<file path="src/rtl/usb_addr_stage_pkg.sv">
package usb_addr_stage_pkg;

  localparam int REG_W       = 32;
  localparam int BASE_LSB    = 12;
  localparam int BASE_W      = REG_W - BASE_LSB;
  localparam int DEVADDR_W   = 7;
  localparam int ADV_BIT     = REG_W - DEVADDR_W - 1;
  localparam int DEVADDR_LSB = ADV_BIT + 1;

  typedef struct packed {
    logic in_ack;
    logic out_setup;
    logic bus_reset;
  } ep0_evt_t;

endpackage

</file>
<file path="src/rtl/host_base_reg.sv">
module host_base_reg
  import usb_addr_stage_pkg::*;
#(
  parameter int BW = BASE_W
) (
  input  logic          clk,
  input  logic          rst_n,
  input  logic          wr_en,
  input  logic [BW-1:0] wr_base,
  output logic [BW-1:0] base_q
);

  always_ff @(posedge clk or negedge rst_n) begin
    if (!rst_n) base_q <= '0;
    else if (wr_en) base_q <= wr_base;
  end


  host_base_store_chk: assert property (@(posedge clk) disable iff (!rst_n)
    wr_en |=> base_q == $past(wr_base));


  host_base_hold_chk: assert property (@(posedge clk) disable iff (!rst_n)
    !wr_en |=> $stable(base_q));

endmodule

</file>
<file path="src/rtl/dev_addr_ctrl.sv">
module dev_addr_ctrl
  import usb_addr_stage_pkg::*;
#(
  parameter int AW = DEVADDR_W
) (
  input  logic          clk,
  input  logic          rst_n,
  input  logic          wr_en,
  input  logic [AW-1:0] wr_addr,
  input  logic          wr_adv,
  input  ep0_evt_t      evt,
  output logic [AW-1:0] active_q,
  output logic          adv_q
);

  logic [AW-1:0] staged_q;
  logic          any_evt;
  logic          wr_take;
  logic          wr_stage;

  assign any_evt  = evt.in_ack | evt.out_setup | evt.bus_reset;
  assign wr_take  = wr_en & ~any_evt;
  assign wr_stage = wr_adv | adv_q;

  always_ff @(posedge clk or negedge rst_n) begin
    if (!rst_n) begin
      active_q <= '0;
      staged_q <= '0;
      adv_q    <= 1'b0;
    end else if (evt.bus_reset) begin
      active_q <= '0;
      adv_q    <= 1'b0;
    end else if (evt.in_ack && adv_q) begin
      active_q <= staged_q;
      adv_q    <= 1'b0;
    end else if (evt.out_setup) begin
      adv_q <= 1'b0;
    end else if (wr_take) begin
      if (wr_stage) begin
        staged_q <= wr_addr;
        adv_q    <= 1'b1;
      end else begin
        active_q <= wr_addr;
      end
    end
  end


  evt_clears_adv_chk: assert property (@(posedge clk) disable iff (!rst_n)
    any_evt |=> !adv_q);


  reset_zero_addr_chk: assert property (@(posedge clk) disable iff (!rst_n)
    evt.bus_reset |=> active_q == '0);


  cancel_keeps_addr_chk: assert property (@(posedge clk) disable iff (!rst_n)
    (evt.out_setup && !evt.bus_reset && !(evt.in_ack && adv_q)) |=> $stable(active_q));


  commit_staged_chk: assert property (@(posedge clk) disable iff (!rst_n)
    (evt.in_ack && adv_q && !evt.bus_reset) |=> active_q == $past(staged_q));


  immediate_write_chk: assert property (@(posedge clk) disable iff (!rst_n)
    (wr_en && !wr_adv && !adv_q && !any_evt) |=> active_q == $past(wr_addr));


  staged_write_chk: assert property (@(posedge clk) disable iff (!rst_n)
    (wr_en && (wr_adv || adv_q) && !any_evt) |=> (adv_q && $stable(active_q)));

endmodule

</file>
<file path="src/rtl/addr_readback_mux.sv">
module addr_readback_mux
  import usb_addr_stage_pkg::*;
(
  input  logic                 host_mode,
  input  logic [BASE_W-1:0]    base_q,
  input  logic [DEVADDR_W-1:0] active_q,
  input  logic                 adv_q,
  output logic [REG_W-1:0]     rd_data
);

  always_comb begin
    if (host_mode) rd_data = {base_q, {BASE_LSB{1'b0}}};
    else           rd_data = {active_q, adv_q, {ADV_BIT{1'b0}}};
  end


  always_comb begin
    if (!host_mode) low_zero_dev_chk: assert (rd_data[ADV_BIT-1:0] == '0);
    else            low_zero_host_chk: assert (rd_data[BASE_LSB-1:0] == '0);
  end

endmodule

</file>
<file path="src/rtl/usb_addr_stage_reg.sv">
module usb_addr_stage_reg
  import usb_addr_stage_pkg::*;
(
  input  logic                 clk,
  input  logic                 rst_n,
  input  logic                 host_mode,
  input  logic                 wr_valid,
  output logic                 wr_ready,
  input  logic [REG_W-1:0]     wr_data,
  input  logic                 in_ack_ep0,
  input  logic                 out_or_setup_ep0,
  input  logic                 dev_reset,
  output logic [REG_W-1:0]     rd_data,
  output logic [DEVADDR_W-1:0] dev_addr
);

  logic                 wr_fire;
  logic [BASE_W-1:0]    base_q;
  logic [DEVADDR_W-1:0] active_q;
  logic                 adv_q;
  ep0_evt_t             evt;
  logic [BASE_LSB-1:0]  unused_low_bits;

  assign wr_ready        = 1'b1;
  assign wr_fire         = wr_valid & wr_ready;
  assign unused_low_bits = wr_data[BASE_LSB-1:0];
  assign evt             = '{in_ack: in_ack_ep0, out_setup: out_or_setup_ep0,
                             bus_reset: dev_reset};

  host_base_reg #(.BW(BASE_W)) u_host (
    .clk     (clk),
    .rst_n   (rst_n),
    .wr_en   (wr_fire & host_mode),
    .wr_base (wr_data[REG_W-1:BASE_LSB]),
    .base_q  (base_q)
  );

  dev_addr_ctrl #(.AW(DEVADDR_W)) u_dev (
    .clk      (clk),
    .rst_n    (rst_n),
    .wr_en    (wr_fire & ~host_mode),
    .wr_addr  (wr_data[REG_W-1:DEVADDR_LSB]),
    .wr_adv   (wr_data[ADV_BIT]),
    .evt      (evt),
    .active_q (active_q),
    .adv_q    (adv_q)
  );

  addr_readback_mux u_rd (
    .host_mode (host_mode),
    .base_q    (base_q),
    .active_q  (active_q),
    .adv_q     (adv_q),
    .rd_data   (rd_data)
  );

  assign dev_addr = active_q;


  always_comb wr_ready_high_chk: assert (wr_ready == 1'b1);

endmodule

</file>
<file path="config.mk">
export PLATFORM = sky130hd
export DESIGN_NAME = usb_addr_stage_reg
export DESIGN_NICKNAME = d
export VERILOG_FILES = /design/src/rtl/usb_addr_stage_pkg.sv /design/src/rtl/host_base_reg.sv /design/src/rtl/dev_addr_ctrl.sv /design/src/rtl/addr_readback_mux.sv /design/src/rtl/usb_addr_stage_reg.sv
export SDC_FILE = /design/constraint.sdc
export NUM_CORES = 1
export LEC_CHECK = 0
export ABC_CLOCK_PERIOD_IN_PS = 1810
export BUFFER_PORTS_ARGS = -buffer_cell sky130_fd_sc_hd__buf_2
export CORE_ASPECT_RATIO = 0.6
export CORE_MARGIN = 5
export CORE_UTILIZATION = 40
export CTS_CLUSTER_SIZE = 20
export DETAILED_ROUTE_END_ITERATION = 6
export PLACE_DENSITY = 0.7
export SKIP_LAST_GASP = 1
export SLEW_MARGIN = 20
export SYNTH_ARGS = -nofsm -noshare
export SYNTH_HDL_FRONTEND = slang
export SYNTH_SLANG_ARGS = --single-unit
</file>
<file path="constraint.sdc">
create_clock -name clk -period 1.81 [get_ports clk]
set_clock_uncertainty 0.2 [all_clocks]
set_input_delay 0.181 -clock clk [delete_from_list [all_inputs] [get_ports clk]]
set_output_delay 0.181 -clock clk [all_outputs]
set_load 0.03 [all_outputs]
</file>
## Yosys cells after proc, flatten, opt, wreduce, memory -nomap -nowiden

Cells that the tools add are included.

- Register bits after elaboration: 35
- Bits in latches: 0
- RAM bits: 0
- Memory bits (read-only): 0
- Input bits: 39
- Output and inout port bits: 40
- Word-level logic and storage cells: 35
- Memories: 0

- Add/subtract/negate cells: 0
- Multiply operators: 0
- Div/mod/pow operators: 0
- Magnitude comparators: 0
- Eq/ne operators: 2
- Shift-type cells: 0
- Mux-type cells: 11
- Bitwise gates (word level): 11
- Reduce and logical (&&, ||, !) cells: 7

Operators by type and width:

| operator | number |
|---|---|
| 7-bit two-way mux | 5 |
| 32-bit two-way mux | 1 |
| 4-bit nonzero test | 2 |
| 1-bit two-way mux | 5 |
| 1-bit NOT | 5 |
| 5-bit AND reduction | 1 |
| 1-bit bitwise AND | 3 |
| 3-bit by 1-bit inequality test with 1-bit output (second input constant) | 1 |
| 3-bit inequality test (second input constant) | 1 |
| 1-bit OR | 3 |
| 3-bit AND reduction | 1 |
| 3-bit nonzero test | 1 |
| 2-bit AND reduction | 1 |
| 1-bit logical AND | 1 |

## Longest topological paths before layout

Gate-level depths: netlist (run 1).

- Word-level depth: 8
- Gate-level depth with buffers: 5
- Gate-level depth less buffers: 3

## Cells and area by module

A second synthesis (run 1) with hierarchy kept.

- Cells, all modules: 135
- Area, all modules: 1878.1 um^2

Modules (own cells, without submodules):

| module | instances | cells an instance | area an instance (um^2) | sequential area each (um^2) |
|---|---|---|---|---|
| host_base_reg | 1 | 42 | 823.3 | 500.5 |
| dev_addr_ctrl | 1 | 54 | 721.9 | 375.4 |
| addr_readback_mux | 1 | 35 | 305.3 | 0.0 |
| usb_addr_stage_reg | 1 | 4 | 27.5 | 0.0 |

## Least setup slack after synthesis (run 1)

No wires, ideal clock.

- Path type: input port to flip-flop
- From: input dev_reset
- To: register u_dev.staged_q[0]
- Arrival: 1.289 ns
- Data required time: 1.485 ns
- Slack: 0.196 ns
- Stages: 5
- Cells stage by stage: buf_4 > nor3_4 > o2111a_1 > buf_6 > mux2_2

- Word-level cells in the longest chain between the ends: 4

Ends and longest elaborated chain:

| element | RTL line | source |
|---|---|---|
| start: declaration | usb_addr_stage_reg.sv:12 | `input logic dev_reset,` |
| 1-bit OR | dev_addr_ctrl.sv:21 | `assign any_evt = evt.in_ack \| evt.out_setup \| evt.bus_reset;` |
| 1-bit NOT | dev_addr_ctrl.sv:22 | `assign wr_take = wr_en & ~any_evt;` |
| 1-bit bitwise AND | dev_addr_ctrl.sv:22 |  |
| 5-bit AND reduction (no line) * | -- |  |
| end signal: assignment | dev_addr_ctrl.sv:40 | `staged_q <= wr_addr;` |
| end: declaration | dev_addr_ctrl.sv:16 | `logic [AW-1:0] staged_q;` |

Every way passes the cells marked *; elsewhere a longest branch is shown, timed or not.
A chain may end at the register's enable or synchronous reset.

## Worst setup path after layout (run 1)

- From: register u_dev.adv_q
- To: register u_dev.staged_q[2]

- Word-level cells in the longest chain between the ends: 3

Ends and longest elaborated chain:

| element | RTL line | source |
|---|---|---|
| start: declaration | dev_addr_ctrl.sv:13 | `output logic adv_q` |
| start signal: assignment | dev_addr_ctrl.sv:29 | `adv_q <= 1'b0;` |
| start signal: assignment | dev_addr_ctrl.sv:32 | `adv_q <= 1'b0;` |
| start signal: assignment | dev_addr_ctrl.sv:35 | `adv_q <= 1'b0;` |
| 1-bit logical AND | dev_addr_ctrl.sv:33 | `end else if (evt.in_ack && adv_q) begin` |
| 1-bit NOT (no line) | -- |  |
| 5-bit AND reduction (no line) * | -- |  |

Marked as above.

==> impl_metrics.yaml, run 1 <==
outcome:
  status: "completed"
power:
  ir_drop_mv: 0.435
  p_seq_share_pct: 43.7
  sw_frac_of_total_pct: 27.4
  internal_power_mw: 1.54
  p_clk_share_pct: 34.0
  p_leak_nw: 1.20
  power.density_nw_per_um2: 886
  p_switching_uw: 582
  combPwrFrac_pct: 22.3
placed_design:
  numPortBuffers: 53
  dp.cells: 246
  dpl_cell_area_sq_um: 2070
  gp_congestion: 0.694
  dp.final_hpwl_microns: 2710
setup_path:
  startpoint_type: "flop"
  cp_slowest_cell: "dfrtp_1"
  critical_path_arrival_ps: 1650
  worst-path-buf-inv: 0
  reg2regPathDepth: 2
  worstPathMaxFanout: 9
  critPathKind: "reg -> reg"
  slowest_delay_ps: 510
  path_cells: "o2111a_1, mux2_2"
  path_depth: 2
  critical-path-top-delay-family: "flip-flops"
  endpoint_kind: "flop"
  required_ps: 1770
cells_and_area:
  drive_gt1_share_pct: 49.8
  area_growth_pct: 36.1
  fill_cells: 367
  finalNetCount: 253
  seq_area_sq_um: 876
  stdcell_count: 275
  design_area_sq_um: 2390
  diodes: 0
  multi_input_area_sq_um: 774
  layout_common_cells: "53 x buf_2, 35 x mux2_2, 35 x dfrtp_1"
  layout_commonest_cell: "buf_2"
die:
  design.core.area_sq_um: 4170
  die_h_microns: 61.4
  io_pins: 79
  rows: 18
  die_w_microns: 95.6
  dieArea_sq_um: 5870
  start_util_pct: 42.2
drt:
  vias: 1314
  totalWireLength_microns: 3840
  drtAntennaViolNets: 0
  post-route-drc-count: 0
  viasPerCell: 4.78
  first_iter_violations: 24
  wl_per_cell_microns: 14.0
  firstDrtPassIters: 4
sta:
  hold_viol: 0
  setup_viol: 0
  fin_setup_tns_ps: 0
  rsz0062_at_grt: "false"
  fmaxAchievable_mhz: 593
  fin_crit_ps: 1690
  fin_crit_sh_pct: 93.2
  final_max_slew_viol_count: 0
cts:
  cts_setup_buffers: 0
  clk_pin_slew_worst_paths_ps: 70
  htreeDepth: 2
  clock_latency_ps: 280
  cts_root_buffer: "clkbuf_8"
  cts_buffer_depth: 2
  cts_resized: 0
  numCtsBuffers: 5
  cts_sinks: 35
  cts-hold-fix-buffers: 21
  tritoncts: "yes"
synthesis:
  ys_seq_area_share_pct: 49.8
  synth_top_area_share_pct: 49.8
  synth-seq-cells: 35
  syn_area_sq_um: 1760
  ys_types: 18
  synth_area_per_cell_sq_um: 13.0
  synth_top_cell_by_area: "dfrtp_1"
  ys_top_cells_by_area: "dfrtp_1 50%, mux2_2 22%, buf_4 6.0%"
  synth_cells: 135
  ys_warn_count: 0
grt:
  overflow: 0
  grt_pass1_vias: 1266
  grtUsageTotal_pct: 13.8
  antenna_found_initial: 0
  grt_pass1_wl_microns: 6020
  grt_max_degree: 36
min_path:
  worst_hold_path.num_cells: 2
  worst_hold_path_type: "in -> reg"
flow_run:
  drv_cap: 0
==> kinds of logic after synthesis <==
| logic type | share of synthesized area (%) |
|---|---|
| AO/OA/AOI/OAI | 8.04 |
| buffers and inverters | 8.53 |
| flip-flops | 49.8 |
| multiplexers | 26.4 |
| other | 0.427 |
| AND/OR/NAND/NOR | 6.83 |
==> final timing paths <==
check                                             start                             to  slack (ps)
setup / recovery                u_dev.adv_q$_DFFE_PN0P_  u_dev.staged_q[2]$_DFFE_PN0P_         120
hold / removal                                dev_reset  u_dev.active_q[1]$_DFFE_PN0P_           6
setup reg to reg                u_dev.adv_q$_DFFE_PN0P_  u_dev.staged_q[2]$_DFFE_PN0P_         120
hold reg to reg            u_host.base_q[5]$_DFFE_PN0P_   u_host.base_q[5]$_DFFE_PN0P_         300
max in group asynchronous                         rst_n  u_host.base_q[15]$_DFFE_PN0P_         820
min in group asynchronous                         rst_n   u_host.base_q[3]$_DFFE_PN0P_         270
==> final cells by class <==
type | count | share of cell area [%]
clock buffers | 6 | 3.45
clock inverters | 2 | 1.46
repair buffers | 82 | 22.9
multi-input cells | 89 | 32.3
well taps | 60 | 3.13
inverters | 1 | 0.157
flip-flops and latches | 35 | 36.6
==> flip-flops by register name (all words and copies together) (netlist names) <==
name and cells:
u_dev.adv_q 1, u_dev.active_q 7, u_host.base_q 20, u_dev.staged_q 7
==> metal layers <==
metal  GRT usage (%)  share of wire [%]  wire length, microns  vias up
met5               0                  0                     0        -
met4            4.25               0.13                     5        0
met3            3.79                6.2                   240        2
met2            23.2                 48                  1840       48
met1            17.6                 46                  1760      649
li1                -                  -                     -      615
==> worst register-to-register path, stage by stage (launching register included) <==
cell and delay (ps):
dfrtp_1 510, o2111a_1 480, mux2_2 390
==> synth_stat cells <==
master    number
nor3_4         1
a211oi_1       7
o2111a_1       1
mux2i_1        7
a31oi_1        1
nand2_1        2
nor2b_1        1
conb_1         2
clkbuf_1       5
a22o_2         1
inv_1          1
nor4b_2        1
mux2_2        35
a221oi_1       7
dfrtp_1       35
and2_1        12
buf_4         14
buf_6          2
==> power groups by stage <==
stage,combinational (mW),clock (mW),sequential (mW)
after floorplan,0.331,0,0.934
after global placement,0.435,0,0.939
after detailed placement,0.441,0,0.943
after CTS,0.476,0.739,0.928
after global routing,0.509,0.781,0.940
final,0.473,0.722,0.928
==> metrics by stage <==
step                total power, mW  setup WS (ps)  hold WS (ps)  util, %
floorplan                      1.26            196          -315        -
global placement               1.37            129          44.3     49.6
CTS                            2.14           97.7          1.36     57.5
finish                         2.12            123          5.81     57.5
global route                   2.23           50.3          3.37     57.5
detailed placement             1.38            109          40.4     49.6
Power figures use the tool's default switching activity.
==> inputs of run 2 (changes only) <==
ABC_AREA = 1   (was unset)
PLACE_DENSITY = 0.69   (was 0.7)
==> run 2 against run 1 <==
Setup slack worse by 26 ps. Non-clock buffer count down 6. Critical endpoint is now rd_data[24]. Die area is 4.2% higher.
==> impl_metrics.yaml, run 2 <==
setup_path:
  worstPathMaxFanout: 11
  worst-path-buf-inv: 2
  required_ps: 1430
  critPathKind: "reg -> out"
  slowest_delay_ps: 490
  critical_path_arrival_ps: 1330
  startpoint_type: "flop"
  endpoint_kind: "primary output"
  critical-path-top-delay-family: "flip-flops"
  path_cells: "inv_1, o21ai_0, buf_2"
  cp_slowest_cell: "dfrtp_2"
cts:
  cts_setup_buffers: 0
  clk_pin_slew_worst_paths_ps: 70
  htreeDepth: 2
  cts_root_buffer: "clkbuf_8"
  cts_sinks: 35
  clock_latency_ps: 280
  numCtsBuffers: 5
  cts_buffer_depth: 2
  tritoncts: "yes"
cells_and_area:
  largest-register: "u_host.base_q"
  fin_util_pct: 52.9
  fill_cells: 451
  area_growth_pct: 29.4
  diodes: 0
  seq_area_sq_um: 877
  layout_common_cells: "66 x nand2_1, 53 x buf_2, 34 x dfrtp_1"
  drive_gt1_share_pct: 28.5
  top_regs: "u_host.base_q (20), u_dev.active_q (7), u_dev.staged_q (7)"
  largest_reg_flops: 20
  multi_input_area_sq_um: 772
  layout_commonest_cell: "nand2_1"
  stdcell_count: 347
  finalNetCount: 323
synthesis:
  yosys_most_used_dff: "dfrtp_1"
  synth_top_cell_by_area: "dfrtp_1"
  syn_area_sq_um: 1850
  ys_top_cells_by_area: "dfrtp_1 47%, nand2_1 13%, buf_4 6.1%"
  synth_area_per_cell_sq_um: 8.71
  synth-edff-count: 0
  yosysMostFrequentCell: "nand2_1"
  synthTopCellsByCount: "66 x nand2_1, 35 x dfrtp_1, 22 x inv_1, 22 x nand3_1, 15 x buf_4"
  synth-seq-cells: 35
  ys_types: 21
  synth_cells: 212
  async_flop_share_pct: 100
  synth_top_area_share_pct: 47.5
  ys_warn_count: 0
  ys_seq_area_share_pct: 47.5
grt:
  grt_pass1_vias: 1501
  grtUsageMet2_pct: 22.2
  grt.met1_usage_pct: 21.4
  grtUsageTotal_pct: 15.0
  overflow: 0
  grt.busiest_layer: "met2"
  grt_use_met3_pct: 3.90
  antenna_found_initial: 0
  grt_max_degree: 36
  grt_pass1_wl_microns: 7360
sta:
  final_max_slew_viol_count: 0
  setup_viol: 0
  fmaxAchievable_mhz: 584
  fin_crit_ps: 1710
  fin_crit_sh_pct: 94.7
  hold_viol: 0
  fin_setup_tns_ps: 0
  rsz0062_at_grt: "false"
  hold-worst-slack_ps: 20.4
die:
  die_w_microns: 97.7
  dieArea_sq_um: 6120
  design.core.area_sq_um: 4520
  start_util_pct: 40.9
  rows: 19
  die_h_microns: 62.6
  io_pins: 79
min_path:
  worst_hold_path_type: "in -> reg"
drt:
  firstDrtPassIters: 4
  viasPerCell: 4.44
  drtAntennaViolNets: 0
  totalWireLength_microns: 4490
  first_iter_violations: 64
  vias: 1541
  post-route-drc-count: 0
  wl_per_cell_microns: 12.9
power:
  power.density_nw_per_um2: 855
  p_leak_nw: 1.35
  finalPower_mw: 2.04
  ir_drop_mv: 0.367
placed_design:
  dp.final_hpwl_microns: 3190
  dp.cells: 319
  gp_congestion: 0.798
  numPortBuffers: 53
flow_run:
  drv_cap: 0
outcome:
  status: "completed"
run 2: cell types whose count changed in the layout (fill, tap and decap cells not counted), moves of 6 or more:
cell / previous run / this run
a221oi_1: 7 / 0
mux2i_1: 7 / 0
o21ai_1: 0 / 7
inv_1: 1 / 22
o21ai_0: 0 / 8
a211oi_1: 7 / 0
and2_1: 12 / 0
a21oi_1: 0 / 8
nand2_1: 2 / 66
nand3_1: 0 / 22
mux2_4: 0 / 6
mux2_2: 35 / 7
run 2: worst reg2reg max path, delay by kind of cell (launching register included):
kind | cells | cell delay, ps
flip-flops | 1 | 490
AND/OR/NAND/NOR | 3 | 440
AO/OA/AOI/OAI | 1 | 280
run 2: kinds of logic (layout without fill, tap and decap cells):
| kind of cell | count (synthesis) | after routing | synth area share (%) |
|---|---|---|---|
| buf+inv | 44 | 105 | 12.9 |
| compound gates | 24 | 24 | 7.12 |
| simple gates | 94 | 94 | 22.9 |
| mux | 13 | 13 | 9.15 |
| other cells | 2 | 13 | 0.407 |
| flops | 35 | 35 | 47.5 |
run 2: layer usage:
metal  share of wire (%)  wire, microns
met2                  42           1900
met4                 1.2             52
met1                  49           2200
met5                   0              0
met3                 7.5            336
run 2: timing repair:
item	4_1_cts	5_1_grt
hold buffers	21	0
setup endpoints to repair	0	1
endpoints found under the hold margin	59	0
gates resized for setup	0	1
run 2: metrics by stage:
stage	cell area (sq um)	setup WS, ps
2_1_floorplan	1890	170
3_3_place_gp	2090	285
3_5_place_dp	2090	272
4_1_cts	2390	24.1
5_1_grt	2390	61.5
6_report	2390	96.4
run 2: final timing paths:
kind	from	to	slack [ps]	cells past startpoint
max in group asynchronous	rst_n	u_dev.adv_q$_DFFE_PN0P_	820	3
min in group asynchronous	rst_n	u_host.base_q[9]$_DFFE_PN0P_	250	3
min	wr_data[31]	u_dev.staged_q[6]$_DFFE_PN0P_	20	3
min reg2reg	u_host.base_q[17]$_DFFE_PN0P_	u_host.base_q[17]$_DFFE_PN0P_	290	2
max reg2reg	u_dev.adv_q$_DFFE_PN0P_	u_dev.active_q[6]$_DFFE_PN0P_	300	4
max	u_dev.adv_q$_DFFE_PN0P_	rd_data[24]	100	3
run 2: final cells by class:
class,count,area share [%]
Clock buffer,6,3.46
Clock inverter,1,0.210
Inverter,22,3.46
Multi-Input combinational cell,144,32.3
Sequential cell,35,36.7
Tap cell,63,3.30
Timing Repair Buffer,76,20.5
run 2: power breakdown:
part / internal [mW] / switching [mW]
combinational: 0.194 / 0.326
sequential: 0.887 / 0.0680
clock: 0.298 / 0.268
total: 1.38 / 0.662
==> inputs of run 3 (changes only) <==
ABC_CLOCK_PERIOD_IN_PS = unset   (was 1810)
CORE_UTILIZATION = 47   (was 40)
PLACE_DENSITY = 0.79   (was 0.69)
SLEW_MARGIN = unset   (was 20)
==> run 3 against run 2 <==
Final area increased by 0.42%. Setup slack improved by 92 ps. Sequential share of layout area shrank 0.15 points. Sequential cell count stayed put. Wire length decreased by 4.9%. Sequential power shrank 0.4%. Critical path depth unchanged. Largest cell class unchanged. Die area is 13% lower. Power increased by 7.4%. Clock power rose by 28%.
==> impl_metrics.yaml, run 3 (same netlist as run 2, synthesis figures left out) <==
outcome:
  status: "completed"
drt:
  totalWireLength_microns: 4270
  post-route-drc-count: 0
  viasPerCell: 4.75
  first_iter_violations: 107
  firstDrtPassIters: 4
  vias: 1576
  wl_per_cell_microns: 12.9
  drtAntennaViolNets: 0
sta:
  rsz0062_at_grt: "false"
  fin_crit_sh_pct: 89.6
  hold-worst-slack_ps: 25.8
  hold_viol: 0
  fin_setup_tns_ps: 0
  setup_viol: 0
  worst_slack_ps: 188
  final_max_slew_viol_count: 0
  fin_crit_ps: 1620
  fmaxAchievable_mhz: 617
die:
  die_w_microns: 90.9
  design.core.area_sq_um: 3720
  dieArea_sq_um: 5320
  rows: 17
  io_pins: 79
  die_h_microns: 58.5
  start_util_pct: 49.6
cells_and_area:
  fin_util_pct: 64.4
  area_growth_pct: 30.0
  finalNetCount: 323
  largest-register: "u_host.base_q"
  stdcell_count: 332
  top_regs: "u_host.base_q (20), u_dev.active_q (7), u_dev.staged_q (7)"
  design_area_sq_um: 2400
  diodes: 0
  drive_gt1_share_pct: 28.8
  largest_reg_flops: 20
  layout_commonest_cell: "nand2_1"
  layout_common_cells: "66 x nand2_1, 53 x buf_2, 34 x dfrtp_1"
placed_design:
  place_ws_ps: 296
  numPortBuffers: 53
  dp.final_hpwl_microns: 2990
  gp_congestion: 0.826
  dp.cells: 303
  dpl_cell_area_sq_um: 2070
grt:
  antenna_found_initial: 0
  overflow: 0
  grt_max_degree: 36
  grt_pass1_wl_microns: 7160
  grtUsageTotal_pct: 17.1
  grt_pass1_vias: 1501
setup_path:
  endpoint_kind: "primary output"
  critPathKind: "reg -> out"
  critical_path_arrival_ps: 1240
  required_ps: 1430
  worstPathMaxFanout: 11
  reg2regPathDepth: 4
  startpoint_type: "flop"
flow_run:
  drv_cap: 0
cts:
  clock_latency_ps: 290
  cts_buffer_depth: 2
  cts_sinks: 35
  numCtsBuffers: 5
  clk_pin_slew_worst_paths_ps: 70
  htreeDepth: 2
  cts_root_buffer: "clkbuf_8"
  cts_setup_buffers: 0
  tritoncts: "yes"
power:
  ir_drop_mv: 0.628
  p_leak_nw: 1.37
  finalPower_mw: 2.19
  power.density_nw_per_um2: 914
min_path:
  worst_hold_path_type: "in -> reg"
  worst_hold_path.num_cells: 3
run 3: cell count changes in the layout (fill, tap and decap cells not counted), sizes merged:
cell    delta
bufinv     +1
run 3: worst paths after layout:
kind / startpoint / endpoint / slack (ps)
worst max-delay path: u_dev.adv_q$_DFFE_PN0P_ / rd_data[24] / 190
max in group asynchronous: rst_n / u_dev.adv_q$_DFFE_PN0P_ / 810
min in group asynchronous: rst_n / u_host.base_q[8]$_DFFE_PN0P_ / 260
worst min register to register: u_dev.staged_q[6]$_DFFE_PN0P_ / u_dev.staged_q[6]$_DFFE_PN0P_ / 290
worst max register to register: u_dev.adv_q$_DFFE_PN0P_ / u_dev.active_q[3]$_DFFE_PN0P_ / 300
worst min-delay path: wr_data[25] / u_dev.staged_q[0]$_DFFE_PN0P_ / 30
run 3: worst max-delay path, cell delays in order (launching register included):
cell     delay, ps
dfrtp_2        490
inv_1           80
o21ai_0        160
buf_2          220
run 3: repair_timing:
action                                 4_1_cts  5_1_grt
resized for setup                            0        1
setup endpoints to repair                    0        1
endpoints found under the hold margin       61        0
hold buffers                                21        0
run 3: per-layer routing:
metal  vias to the layer above  share of wire (%)  global-route usage, %  wire (microns)
met3                         7                7.9                   5.11             339
met1                       724                 47                   24.1            2000
met4                         0               0.87                   6.28              37
met2                        54                 44                   24.9            1890
li1                        791                  -                      -               -
met5                         -                  0                      0               0
run 3: layout make-up:
type | instances | area (sq um)
Multi-Input combinational cell | 144 | 772
Clock buffer | 6 | 82.6
Fill cell | 308 | 1320
Tap cell | 47 | 58.8
Inverter | 22 | 82.6
Sequential cell | 35 | 877
Clock inverter | 2 | 35.0
Timing Repair Buffer | 76 | 490
run 3: report_power, final:
group          switching (mW)  internal, mW
logic                   0.325         0.194
registers              0.0642         0.886
clock network           0.276         0.445
total                   0.665          1.53
